File: src/rtl/sr_protect_pkg.sv
package sr_protect_pkg;
    typedef enum logic [0:0] {
        WEL_CLEAR = 1'b0,
        WEL_ARMED = 1'b1
    } wel_state_e;

    localparam int SR_W      = 8;
    localparam int BIT_PEN   = 7;
    localparam int BIT_WD_HI = 5;
    localparam int BIT_WD_LO = 4;
    localparam int BIT_LK_HI = 3;
    localparam int BIT_LK_LO = 2;
    localparam int BIT_WEL   = 1;
    localparam int BIT_FLAG  = 0;
endpackage

File: src/rtl/sr_range_dec.sv
module sr_range_dec #(
    parameter int ADDR_W = 12
) (
    input  logic [1:0]        lock,
    input  logic [ADDR_W-1:0] addr,
    output logic              hit
);
    // lock selects the top quarter, the top half or the whole space
    always_comb begin
        unique case (lock)
            2'b00: hit = 1'b0;
            2'b01: hit = (addr[ADDR_W-1:ADDR_W-2] == 2'b11);
            2'b10: hit = addr[ADDR_W-1];
            2'b11: hit = 1'b1;
            default: hit = 1'b1;
        endcase
    end
endmodule

File: src/rtl/sr_store.sv
module sr_store #(
    parameter logic [1:0] WD_RESET   = 2'b11,
    parameter logic [1:0] LOCK_RESET = 2'b00
) (
    input  logic       clk,
    input  logic       rst_n,
    input  logic       wr_en,
    input  logic       wr_pen,
    input  logic [1:0] wr_wd,
    input  logic [1:0] wr_lock,
    input  logic       sflag,
    input  logic       rflag,
    output logic       pen,
    output logic [1:0] wd,
    output logic [1:0] lock,
    output logic       flag
);
    always_ff @(posedge clk) begin
        if (!rst_n) begin
            pen  <= 1'b0;
            wd   <= WD_RESET;
            lock <= LOCK_RESET;
        end else if (wr_en) begin
            pen  <= wr_pen;
            wd   <= wr_wd;
            lock <= wr_lock;
        end
    end

    always_ff @(posedge clk) begin
        if (!rst_n)     flag <= 1'b0;
        else if (rflag) flag <= 1'b0;
        else if (sflag) flag <= 1'b1;
    end
endmodule

File: src/rtl/sr_grant_fsm.sv
module sr_grant_fsm
    import sr_protect_pkg::*;
(
    input  logic clk,
    input  logic rst_n,
    input  logic set_we,
    input  logic clr_we,
    input  logic sr_req,
    input  logic arr_req,
    input  logic pen,
    input  logic wp_n,
    input  logic prot_hit,
    output logic wel,
    output logic sr_ok,
    output logic sr_grant,
    output logic sr_deny,
    output logic arr_grant,
    output logic arr_deny
);
    wel_state_e state, state_n;
    logic       arr_ok;
    logic       sr_open;

    // state register
    always_ff @(posedge clk) begin
        if (!rst_n) state <= WEL_CLEAR;
        else        state <= state_n;
    end

    // verdicts and next state
    always_comb begin
        sr_open = !pen || wp_n;
        sr_ok   = sr_req  && (state == WEL_ARMED) && sr_open;
        arr_ok  = arr_req && (state == WEL_ARMED) && !prot_hit;
        state_n = state;
        unique case (state)
            WEL_CLEAR: if (set_we && !clr_we) state_n = WEL_ARMED;
            WEL_ARMED: if (clr_we || sr_ok || arr_ok) state_n = WEL_CLEAR;
            default:   state_n = WEL_CLEAR;
        endcase
    end

    // registered grant and deny pulses
    always_ff @(posedge clk) begin
        if (!rst_n) begin
            sr_grant  <= 1'b0;
            sr_deny   <= 1'b0;
            arr_grant <= 1'b0;
            arr_deny  <= 1'b0;
        end else begin
            sr_grant  <= sr_ok;
            sr_deny   <= sr_req && !sr_ok;
            arr_grant <= arr_ok;
            arr_deny  <= arr_req && !arr_ok;
        end
    end

    assign wel = (state == WEL_ARMED);
endmodule

File: src/rtl/sr_protect_ctrl.sv
module sr_protect_ctrl
    import sr_protect_pkg::*;
#(
    parameter int ADDR_W = 12
) (
    input  logic              clk,
    input  logic              rst_n,
    input  logic              cmd_wren,
    input  logic              cmd_wrdi,
    input  logic              cmd_wrsr,
    input  logic              cmd_sflag,
    input  logic              cmd_rflag,
    input  logic              cmd_arr_wr,
    input  logic              wp_n,
    input  logic [ADDR_W-1:0] arr_addr,
    input  logic [SR_W-1:0]   sr_wdata,
    output logic [SR_W-1:0]   status_q,
    output logic              sr_grant,
    output logic              sr_deny,
    output logic              arr_grant,
    output logic              arr_deny
);
    logic       pen, flag, wel, hit, sr_ok;
    logic [1:0] wd, lock;
    logic       unused_wdata;

    assign unused_wdata = ^{sr_wdata[6], sr_wdata[BIT_WEL], sr_wdata[BIT_FLAG]};

    sr_range_dec #(.ADDR_W(ADDR_W)) u_range (
        .lock (lock),
        .addr (arr_addr),
        .hit  (hit)
    );

    sr_grant_fsm u_fsm (
        .clk       (clk),
        .rst_n     (rst_n),
        .set_we    (cmd_wren),
        .clr_we    (cmd_wrdi),
        .sr_req    (cmd_wrsr),
        .arr_req   (cmd_arr_wr),
        .pen       (pen),
        .wp_n      (wp_n),
        .prot_hit  (hit),
        .wel       (wel),
        .sr_ok     (sr_ok),
        .sr_grant  (sr_grant),
        .sr_deny   (sr_deny),
        .arr_grant (arr_grant),
        .arr_deny  (arr_deny)
    );

    sr_store u_store (
        .clk     (clk),
        .rst_n   (rst_n),
        .wr_en   (sr_ok),
        .wr_pen  (sr_wdata[BIT_PEN]),
        .wr_wd   (sr_wdata[BIT_WD_HI:BIT_WD_LO]),
        .wr_lock (sr_wdata[BIT_LK_HI:BIT_LK_LO]),
        .sflag   (cmd_sflag),
        .rflag   (cmd_rflag),
        .pen     (pen),
        .wd      (wd),
        .lock    (lock),
        .flag    (flag)
    );

    assign status_q = {pen, 1'b0, wd, lock, wel, flag};
endmodule

File: config.mk
export PLATFORM = sky130hd
export DESIGN_NAME = sr_protect_ctrl
export DESIGN_NICKNAME = d
export VERILOG_FILES = /design/src/rtl/sr_protect_pkg.sv /design/src/rtl/sr_range_dec.sv /design/src/rtl/sr_store.sv /design/src/rtl/sr_grant_fsm.sv /design/src/rtl/sr_protect_ctrl.sv
export SDC_FILE = /design/constraint.sdc
export NUM_CORES = 1
export LEC_CHECK = 0
export BUFFER_PORTS_ARGS = -buffer_cell sky130_fd_sc_hd__buf_4
export CAP_MARGIN = 10
export CORE_AREA = 2 2 39 41
export CTS_BUF_LIST = sky130_fd_sc_hd__clkbuf_4
export DETAILED_ROUTE_END_ITERATION = 7
export DIE_AREA = 0 0 41 43
export PLACE_DENSITY = 0.85
export SYNTH_ARGS = -nofsm -noshare
export SYNTH_HDL_FRONTEND = slang
export SYNTH_SLANG_ARGS = --single-unit
File: constraint.sdc
create_clock -name clk -period 1.9 [get_ports clk]
set_input_delay 0.38 -clock clk [delete_from_list [all_inputs] [get_ports clk]]
set_output_delay 0.38 -clock clk [all_outputs]
set_load 0.02 [all_outputs]
==> results of run 1 <==
sequential cells by signal, indices dropped and copies added, names as in the netlist:
| register | count |
|---|---|
| u_store.flag | 1 |
| u_store.lock | 2 |
| u_store.wd | 2 |
| u_fsm.wel | 1 |
| u_fsm.arr_grant | 1 |
| u_fsm.sr_deny | 1 |
| u_fsm.arr_deny | 1 |
| u_store.pen | 1 |
| u_fsm.sr_grant | 1 |
cells by family after synthesis:
family                 after synthesis  synth area share [%]
other                                1                0.8189
buffers and inverters               10                 14.75
flip-flops                          11                 48.09
AO/OA/AOI/OAI                       12                 14.75
AND/OR/NAND/NOR                     16                 21.59
cell usage in the layout, fill, tap and decap left out, drive strengths merged, types with 2 or more instances in the layout:
cell	n
buf	26
dfxtp	11
o21ai	7
inv	4
nor2	4
clkbuf	4
or3b	3
a21oi	3
nand2	2
o311ai	2
nor3	2
synth_stat cells:
cell	number
inv_1	4
and4_1	1
conb_1	1
and2_1	1
nor2b_4	1
nand2_1	2
nor4_1	1
nand3_1	1
o21ai_1	1
o311ai_1	2
o21ai_0	6
buf_4	4
dfxtp_1	11
or3b_1	3
a21oi_1	3
nor3_1	2
buf_6	2
nor2_1	4
cell type report:
type | instances | area share (%)
timing repair buffer | 26 | 30.00
clock buffer | 4 | 4.615
multi-input combinational | 29 | 26.15
inverter | 4 | 2.308
tap | 16 | 3.077
sequential | 11 | 33.85
per-stage QoR:
step	power (mW)	cells	area (µm²)	hold WS, ns
final	0.4847	90	650.6	0.2655
after global routing	0.5110	90	650.6	0.2521
after CTS	0.4936	90	650.6	0.2548
after detailed placement	0.3174	86	620.6	0.4849
after global placement	0.3163	86	620.6	0.4779
after floorplan	0.2828	50	457.9	0.4568
power by group through the flow:
| stage | registers (mW) | logic (mW) | clock network [mW] |
|---|---|---|---|
| 6_report | 0.243 | 0.0682 | 0.173 |
| 5_1_grt | 0.244 | 0.0748 | 0.192 |
| 4_1_cts | 0.243 | 0.0692 | 0.182 |
| 3_5_place_dp | 0.248 | 0.0691 | 0 |
| 3_3_place_gp | 0.248 | 0.0680 | 0 |
| 2_1_floorplan | 0.255 | 0.0274 | 0 |
final timing paths:
kind | end | cells past startpoint
max reg2reg | u_store.pen | 3
min | u_store.flag | 2
min reg2reg | u_store.flag | 2
max | u_store.pen | 3
per-layer routing:
metal | up-vias | wire length, µm | global-route usage, %
met4 | 0 | 27 | 8.000
met1 | 163 | 354 | 12.83
met3 | 3 | 95 | 4.712
li1 | 216 | - | -
met5 | - | 0 | 0
met2 | 21 | 411 | 17.19
worst max-delay path, stage by stage (launching register included):
cell     delay [ns]
dfxtp_1        0.37
nand2_1        0.21
or3b_1         0.41
a21oi_1        0.13
==> impl_metrics.yaml, run 1 <==
clock_tree:
  cts_setup_buffers: 0
  cts_sinks: 11
  cts_hold_buffers: 0
  cts_buffers: 3
  htreeDepth: 1
  path_clk_slew_ns: 0.07
  clk_latency_ns: 0.27
  cts-resized-gates: 0
  cts_root_buf: "clkbuf_4"
  cts_tree: "yes"
  cts_buffer_depth: 2
timing:
  tns_ns: 0
  finalHoldViolCount: 0
  period_minus_slack_ns: 1.186
  slew_viol_final: 0
  fin_skew_ns: 0.001729
  fmax_mhz: 842.9
  finalCritPeriodShare_pct: 62.44
  rsz0062_at_grt: "false"
  setup_ws_ns: 0.7136
  setup_violations: 0
cells_and_area:
  n_fill_cell: 150
  antenna_cells: 0
  final_core_util_pct: 47.02
  multiInputGateArea_um2: 170.2
  drive_above_1_share_pct: 41.89
  nNetsFinal: 104
  areaGrowthSynthToFinish_pct: 42.08
  ff_latch_area_um2: 220.2
yosys:
  yosysTopAreaCellShare_pct: 48.09
  synth_area_leaders: "dfxtp_1 (48%), o21ai_0 (6.6%), buf_4 (6.6%)"
  ys_warn_count: 0
  synth_largest_area_cell: "dfxtp_1"
  syn-num-nets: 79
  synthesis.instances: 50
  synthesis.area_um2: 457.9
  ys_ff_latch: 11
  synth_cell_types: 18
  syn_area_per_cell_um2: 9.159
  seq_area_frac_synth_pct: 48.09
pwr:
  pwr-share-comb_pct: 14.1
  p_sw_share_pct: 23.31
  p_per_area_nw_per_um2: 744.9
  seq_power_share_pct: 50.1
  clockPowerShare_pct: 35.8
  leakagePower_nw: 0.3043
  p_sw_mw: 0.1130
  cell_internal_pwr_mw: 0.3717
  peakVddDrop_v: 0.0002380
grt:
  antenna_found_initial: 0
  grt_pass1_wl_um: 1338
  grtUsageTotal_pct: 11.63
  grt_pass1_vias: 345
  grt-ovfl-total: 0
  grt_max_degree: 13
die:
  dieHeight_um: 43
  die_w_um: 41
  die_area_um2: 1763
  core-area_um2: 1384
  pin_count: 41
  start_util_pct: 33.09
  num_rows: 14
setup_path:
  cp.arrival_ns: 1.39
  worst-path-max-fanout: 12
  start_kind: "register"
  cp.required_ns: 2.10
  worstReg2RegStart: "u_fsm.wel"
  worstSetupPathType: "reg -> reg"
  r2r_slack_ns: 0.71
  crit_start: "u_fsm.wel"
  endpoint_kind: "register"
detailed_routing:
  drc: 0
  wire_per_inst_um: 9.878
  wl_um: 889
  vias: 403
  drtPass1Iterations: 2
  vias_per_cell: 4.478
  drtIter0Drc: 1
  ant_nets: 0
place:
  pre_cts_slack_ns: 0.6214
  io_buffers: 26
  gp_congestion: 0.6112
  dp_hpwl_um: 693.2
status:
  status: "finished clean"
worst_hold_path:
  hold_path_class: "in -> reg"
  hold_start: "cmd_rflag"
job:
  drv_cap: 0
Note: power is estimated with default switching activity, not from simulation.
==> run 2: changes to the inputs <==
Clock period 1.9 ns to 1.2 ns, I/O delays scaled along.
==> run 2 against run 1 <==
  * Register-to-register slack worse by 0.60 ns
  * Sequential power up 59%
  * Total power up 59%
  * Die area unchanged
  * Non-clock buffer count up 2
  * Clock-buffer cell count unchanged
  * Highest routed layer unchanged
==> impl_metrics.yaml, run 2 (synthesis results as in run 1) <==
die:
  core-area_um2: 1384
  pin_count: 41
  dieHeight_um: 43
  die_area_um2: 1763
  die_w_um: 41
  start_util_pct: 33.09
  num_rows: 14
setup_path:
  crit_family: "flip-flops"
  cp_num_buf_inv: 1
  slowest_delay_ns: 0.42
  start_kind: "register"
  worst-path-max-fanout: 4
  worstPathCellList: "buf_4"
  slowest_stage: "dfxtp_1"
  cp.required_ns: 0.96
  cp.arrival_ns: 0.87
  worstSetupPathType: "reg -> out"
  endpoint_kind: "output pin"
cells_and_area:
  areaGrowthSynthToFinish_pct: 46.99
  layout_commonest_cell: "buf_4"
  drive_above_1_share_pct: 44.74
  antenna_cells: 0
  top_regs: "u_store.lock: 2 flops, u_store.wd: 2 flops"
  nNetsFinal: 106
  final_cell_mix: "buf_4 (28), dfxtp_1 (11), o21ai_0 (6)"
clock_tree:
  path_clk_slew_ns: 0.07
  clk_latency_ns: 0.27
  cts_buffer_depth: 2
  cts_sinks: 11
  cts_tree: "yes"
  cts_root_buf: "clkbuf_4"
  cts_buffers: 3
  htreeDepth: 1
detailed_routing:
  drtIter0Drc: 5
  wire_per_inst_um: 10.13
  met3_length_um: 100
  vias: 418
  routed.top_layer: "met4"
  m1WireLength_um: 364
  wl_met2_um: 439
  wl_um: 932
  vias_per_cell: 4.543
  drtPass1Iterations: 3
  ant_nets: 0
  drc: 0
job:
  drv_cap: 0
timing:
  setup_violations: 0
  setup_ws_ns: 0.09426
  fmax_mhz: 904.4
  period_minus_slack_ns: 1.106
  finalHoldViolCount: 0
  fin_skew_ns: 0.002437
  slew_viol_final: 0
  rsz0062_at_grt: "false"
  tns_ns: 0
  finalCritPeriodShare_pct: 92.14
place:
  io_buffers: 26
  gp_congestion: 0.6112
  dp_hpwl_um: 693.2
  pre_cts_slack_ns: 0.01220
pwr:
  p_sw_share_pct: 23.60
  p_sw_mw: 0.1824
  clockPowerShare_pct: 35.7
  leakagePower_nw: 0.3232
  seq_power_share_pct: 49.9
  cell_internal_pwr_mw: 0.5904
  pwr-share-comb_pct: 14.4
  peakVddDrop_v: 0.0003774
  p_per_area_nw_per_um2: 1148
grt:
  grtUsageTotal_pct: 11.73
  grt_pass1_wl_um: 1352
  grt-ovfl-total: 0
  grt_max_degree: 13
  antenna_found_initial: 0
  grt_pass1_vias: 348
worst_hold_path:
  hold_path_class: "in -> reg"
status:
  status: "finished clean"
==> run 2: changes by cell type in the layout (fill, tap and decap cells not counted) <==
cell     change
buf_4        +2
nand2_1      -1
nand2_4      +1
==> run 2: path summary, 6_finish.rpt <==
path / start / endpoint / slack (ns) / cells past startpoint
setup reg to reg: u_fsm.wel / u_store.pen / 0.11 / 3
hold / removal: cmd_rflag / u_store.flag / 0.13 / 2
setup / recovery: u_fsm.wel / status_q[1] / 0.09 / 1
hold reg to reg: u_store.flag / u_store.flag / 0.49 / 2
==> run 2: per-layer routing <==
layer / up-vias / global-route usage, %
li1: 220 / -
met1: 174 / 12.50
met5: - / 0
met4: 0 / 8.000
met2: 21 / 17.81
met3: 3 / 4.712
==> run 2: worst reg2reg max path: cells and delay by family, from the launching register on <==
family | cells | cell delay, ns
AOI/OAI and AO/OA | 1 | 0.13
and+or+nand+nor | 2 | 0.48
DFF | 1 | 0.42
==> run 2: area by class of cell <==
type / instances / area (µm²)
well taps: 16 / 20.02
repair buffers: 28 / 210.2
clock buffers: 4 / 30.03
multi-input cells: 29 / 177.7
inverters: 4 / 15.01
fillers: 149 / 710.7
flip-flops and latches: 11 / 220.2
==> run 2: through the flow <==
| stage | hold WS [ns] | std cells | utilization (%) | area (µm²) | power [mW] |
|---|---|---|---|---|---|
| final | 0.1252 | 92 | 48.64 | 673.1 | 0.7728 |
| after global routing | 0.1121 | 92 | 48.64 | 673.1 | 0.8139 |
| after CTS | 0.1148 | 90 | 47.20 | 653.1 | 0.7825 |
| after detailed placement | 0.4075 | 86 | 44.85 | 620.6 | 0.5026 |
| after global placement | 0.4037 | 86 | 44.85 | 620.6 | 0.5008 |
| after floorplan | 0.3168 | 50 | - | 457.9 | 0.4478 |
==> run 2: power by group through the flow <==
stage / Clock (mW) / Sequential (mW) / Combinational, mW
global placement: 0 / 0.393 / 0.108
CTS: 0.287 / 0.385 / 0.110
floorplan: 0 / 0.404 / 0.0434
finish: 0.276 / 0.386 / 0.111
global route: 0.305 / 0.387 / 0.122
detailed placement: 0 / 0.393 / 0.109
==> run 2: what timing repair did <==
item,4_1_cts,5_1_grt
hold buffers,0,0
endpoints found under the hold margin,0,0
gates cloned,0,0
endpoints found under the setup margin,1,2
buffers inserted,0,2
resized for setup,1,1
==> run 3: changes to the inputs <==
Settings changed: CELL_PAD_IN_SITES_DETAIL_PLACEMENT set to 0, CELL_PAD_IN_SITES_GLOBAL_PLACEMENT set to 2, CORE_AREA 2 2 39 41 to not set, CORE_ASPECT_RATIO set to 1.4, CORE_UTILIZATION set to 18, DIE_AREA 0 0 41 43 to not set, PLACE_DENSITY 0.85 to 0.87.
==> run 3 against run 2 <==
  * Die area increased by 56%
  * Highest routed layer unchanged
  * Clock-buffer cell count decreased by 1
  * Critical endpoint unchanged
  * Final cell count increased by 18%
==> impl_metrics.yaml, run 3 (synthesis results as in run 1) <==
status:
  status: "finished clean"
setup_path:
  cp.required_ns: 0.96
  worst-path-max-fanout: 3
  endpoint_kind: "output pin"
  worstSetupPathType: "reg -> out"
  cp.arrival_ns: 0.87
  start_kind: "register"
pwr:
  leakagePower_nw: 0.3096
  clockPowerShare_pct: 33.0
  p_total_mw: 0.7415
  p_sw_share_pct: 24.15
  peakVddDrop_v: 0.0002538
  p_sw_mw: 0.1791
  cell_internal_pwr_mw: 0.5624
  p_per_area_nw_per_um2: 1089
  seq_power_share_pct: 51.8
  pwr-share-comb_pct: 15.2
die:
  num_rows: 21
  die_area_um2: 2753
  dieHeight_um: 61.68
  start_util_pct: 19.15
  pin_count: 41
  core-area_um2: 2391
  die_w_um: 44.63
clock_tree:
  cts-resized-gates: 0
  cts_buffer_depth: 2
  cts_setup_buffers: 0
  clk_latency_ns: 0.26
  path_clk_slew_ns: 0.07
  cts_buffers: 3
  cts_hold_buffers: 0
  cts_sinks: 11
  cts_root_buf: "clkbuf_4"
  htreeDepth: 1
  cts_tree: "yes"
cells_and_area:
  nNetsFinal: 105
  antenna_cells: 0
  final_cell_mix: "buf_4 (27), dfxtp_1 (11), o21ai_0 (6)"
  ff_latch_area_um2: 220.2
  layout_commonest_cell: "buf_4"
  multiInputGateArea_um2: 172.7
  top_regs: "u_store.lock: 2 flops, u_store.wd: 2 flops"
  n_fill_cell: 269
  areaGrowthSynthToFinish_pct: 48.63
  drive_above_1_share_pct: 44.00
detailed_routing:
  wl_um: 982
  drc: 0
  drtIter0Drc: 5
  wire_per_inst_um: 9.009
  routed.top_layer: "met4"
  drtPass1Iterations: 2
  met3_length_um: 72
  vias_per_cell: 3.725
  wl_met2_um: 488
  m1WireLength_um: 404
  vias: 406
  ant_nets: 0
timing:
  tns_ns: 0
  setup_violations: 0
  finalCritPeriodShare_pct: 92.15
  finalHoldViolCount: 0
  period_minus_slack_ns: 1.106
  fin_skew_ns: 0.002965
  rsz0062_at_grt: "false"
  fmax_mhz: 904.3
  holdWs_ns: 0.1270
  slew_viol_final: 0
grt:
  grtUsageTotal_pct: 8.007
  grt_pass1_vias: 406
  grt_pass1_wl_um: 1587
  grt_max_degree: 13
  antenna_found_initial: 0
  grt-ovfl-total: 0
job:
  drv_cap: 0
place:
  dp_hpwl_um: 796
  gp_congestion: 0.7034
  io_buffers: 26
worst_hold_path:
  hold_path_class: "in -> reg"
## run 3: power groups by stage
stage | combinational, mW | clock [mW] | sequential, mW
3_3_place_gp | 0.112 | 0 | 0.392
6_report | 0.113 | 0.245 | 0.384
4_1_cts | 0.114 | 0.258 | 0.384
2_1_floorplan | 0.0434 | 0 | 0.404
5_1_grt | 0.124 | 0.270 | 0.386
3_5_place_dp | 0.114 | 0 | 0.393
## run 3: worst paths after layout
kind	slack [ns]	from	depth (start not counted)	endpoint
worst max register to register	0.14	u_fsm.wel	3	u_store.lock[0]
worst min-delay path	0.13	cmd_wrdi	2	u_fsm.wel
worst min register to register	0.50	u_store.pen	2	u_store.pen
worst max-delay path	0.09	u_fsm.wel	2	status_q[1]
## run 3: final cells by class
| class | instances | area share (%) |
|---|---|---|
| Sequential cell | 11 | 32.35 |
| Timing Repair Buffer | 27 | 29.78 |
| Multi-Input combinational cell | 29 | 25.37 |
| Tap cell | 34 | 6.250 |
| Clock buffer | 3 | 3.309 |
| Inverter | 4 | 2.206 |
| Clock inverter | 1 | 0.7353 |
## run 3: critical path, stage by stage, from the launching register on
cell and delay (ns):
dfxtp_1 0.32, buf_4 0.14, buf_4 0.15
## run 3: metal layers
metal	GRT usage [%]	vias up
li1	-	216
met1	9.236	170
met2	13.03	18
met3	1.173	2
met4	6.494	0
met5	0	-
## run 3: per-stage QoR
step                      instance area, µm²  cells  utilization, %  setup slack, ns
after detailed placement               650.6    105           27.21          0.02900
after global routing                   680.7    109           28.47          0.02274
after CTS                              678.2    109           28.36          0.02245
after global placement                 650.6    105           27.21          0.07277
after floorplan                        457.9     50               -           0.1224
final                                  680.7    109           28.47          0.09420
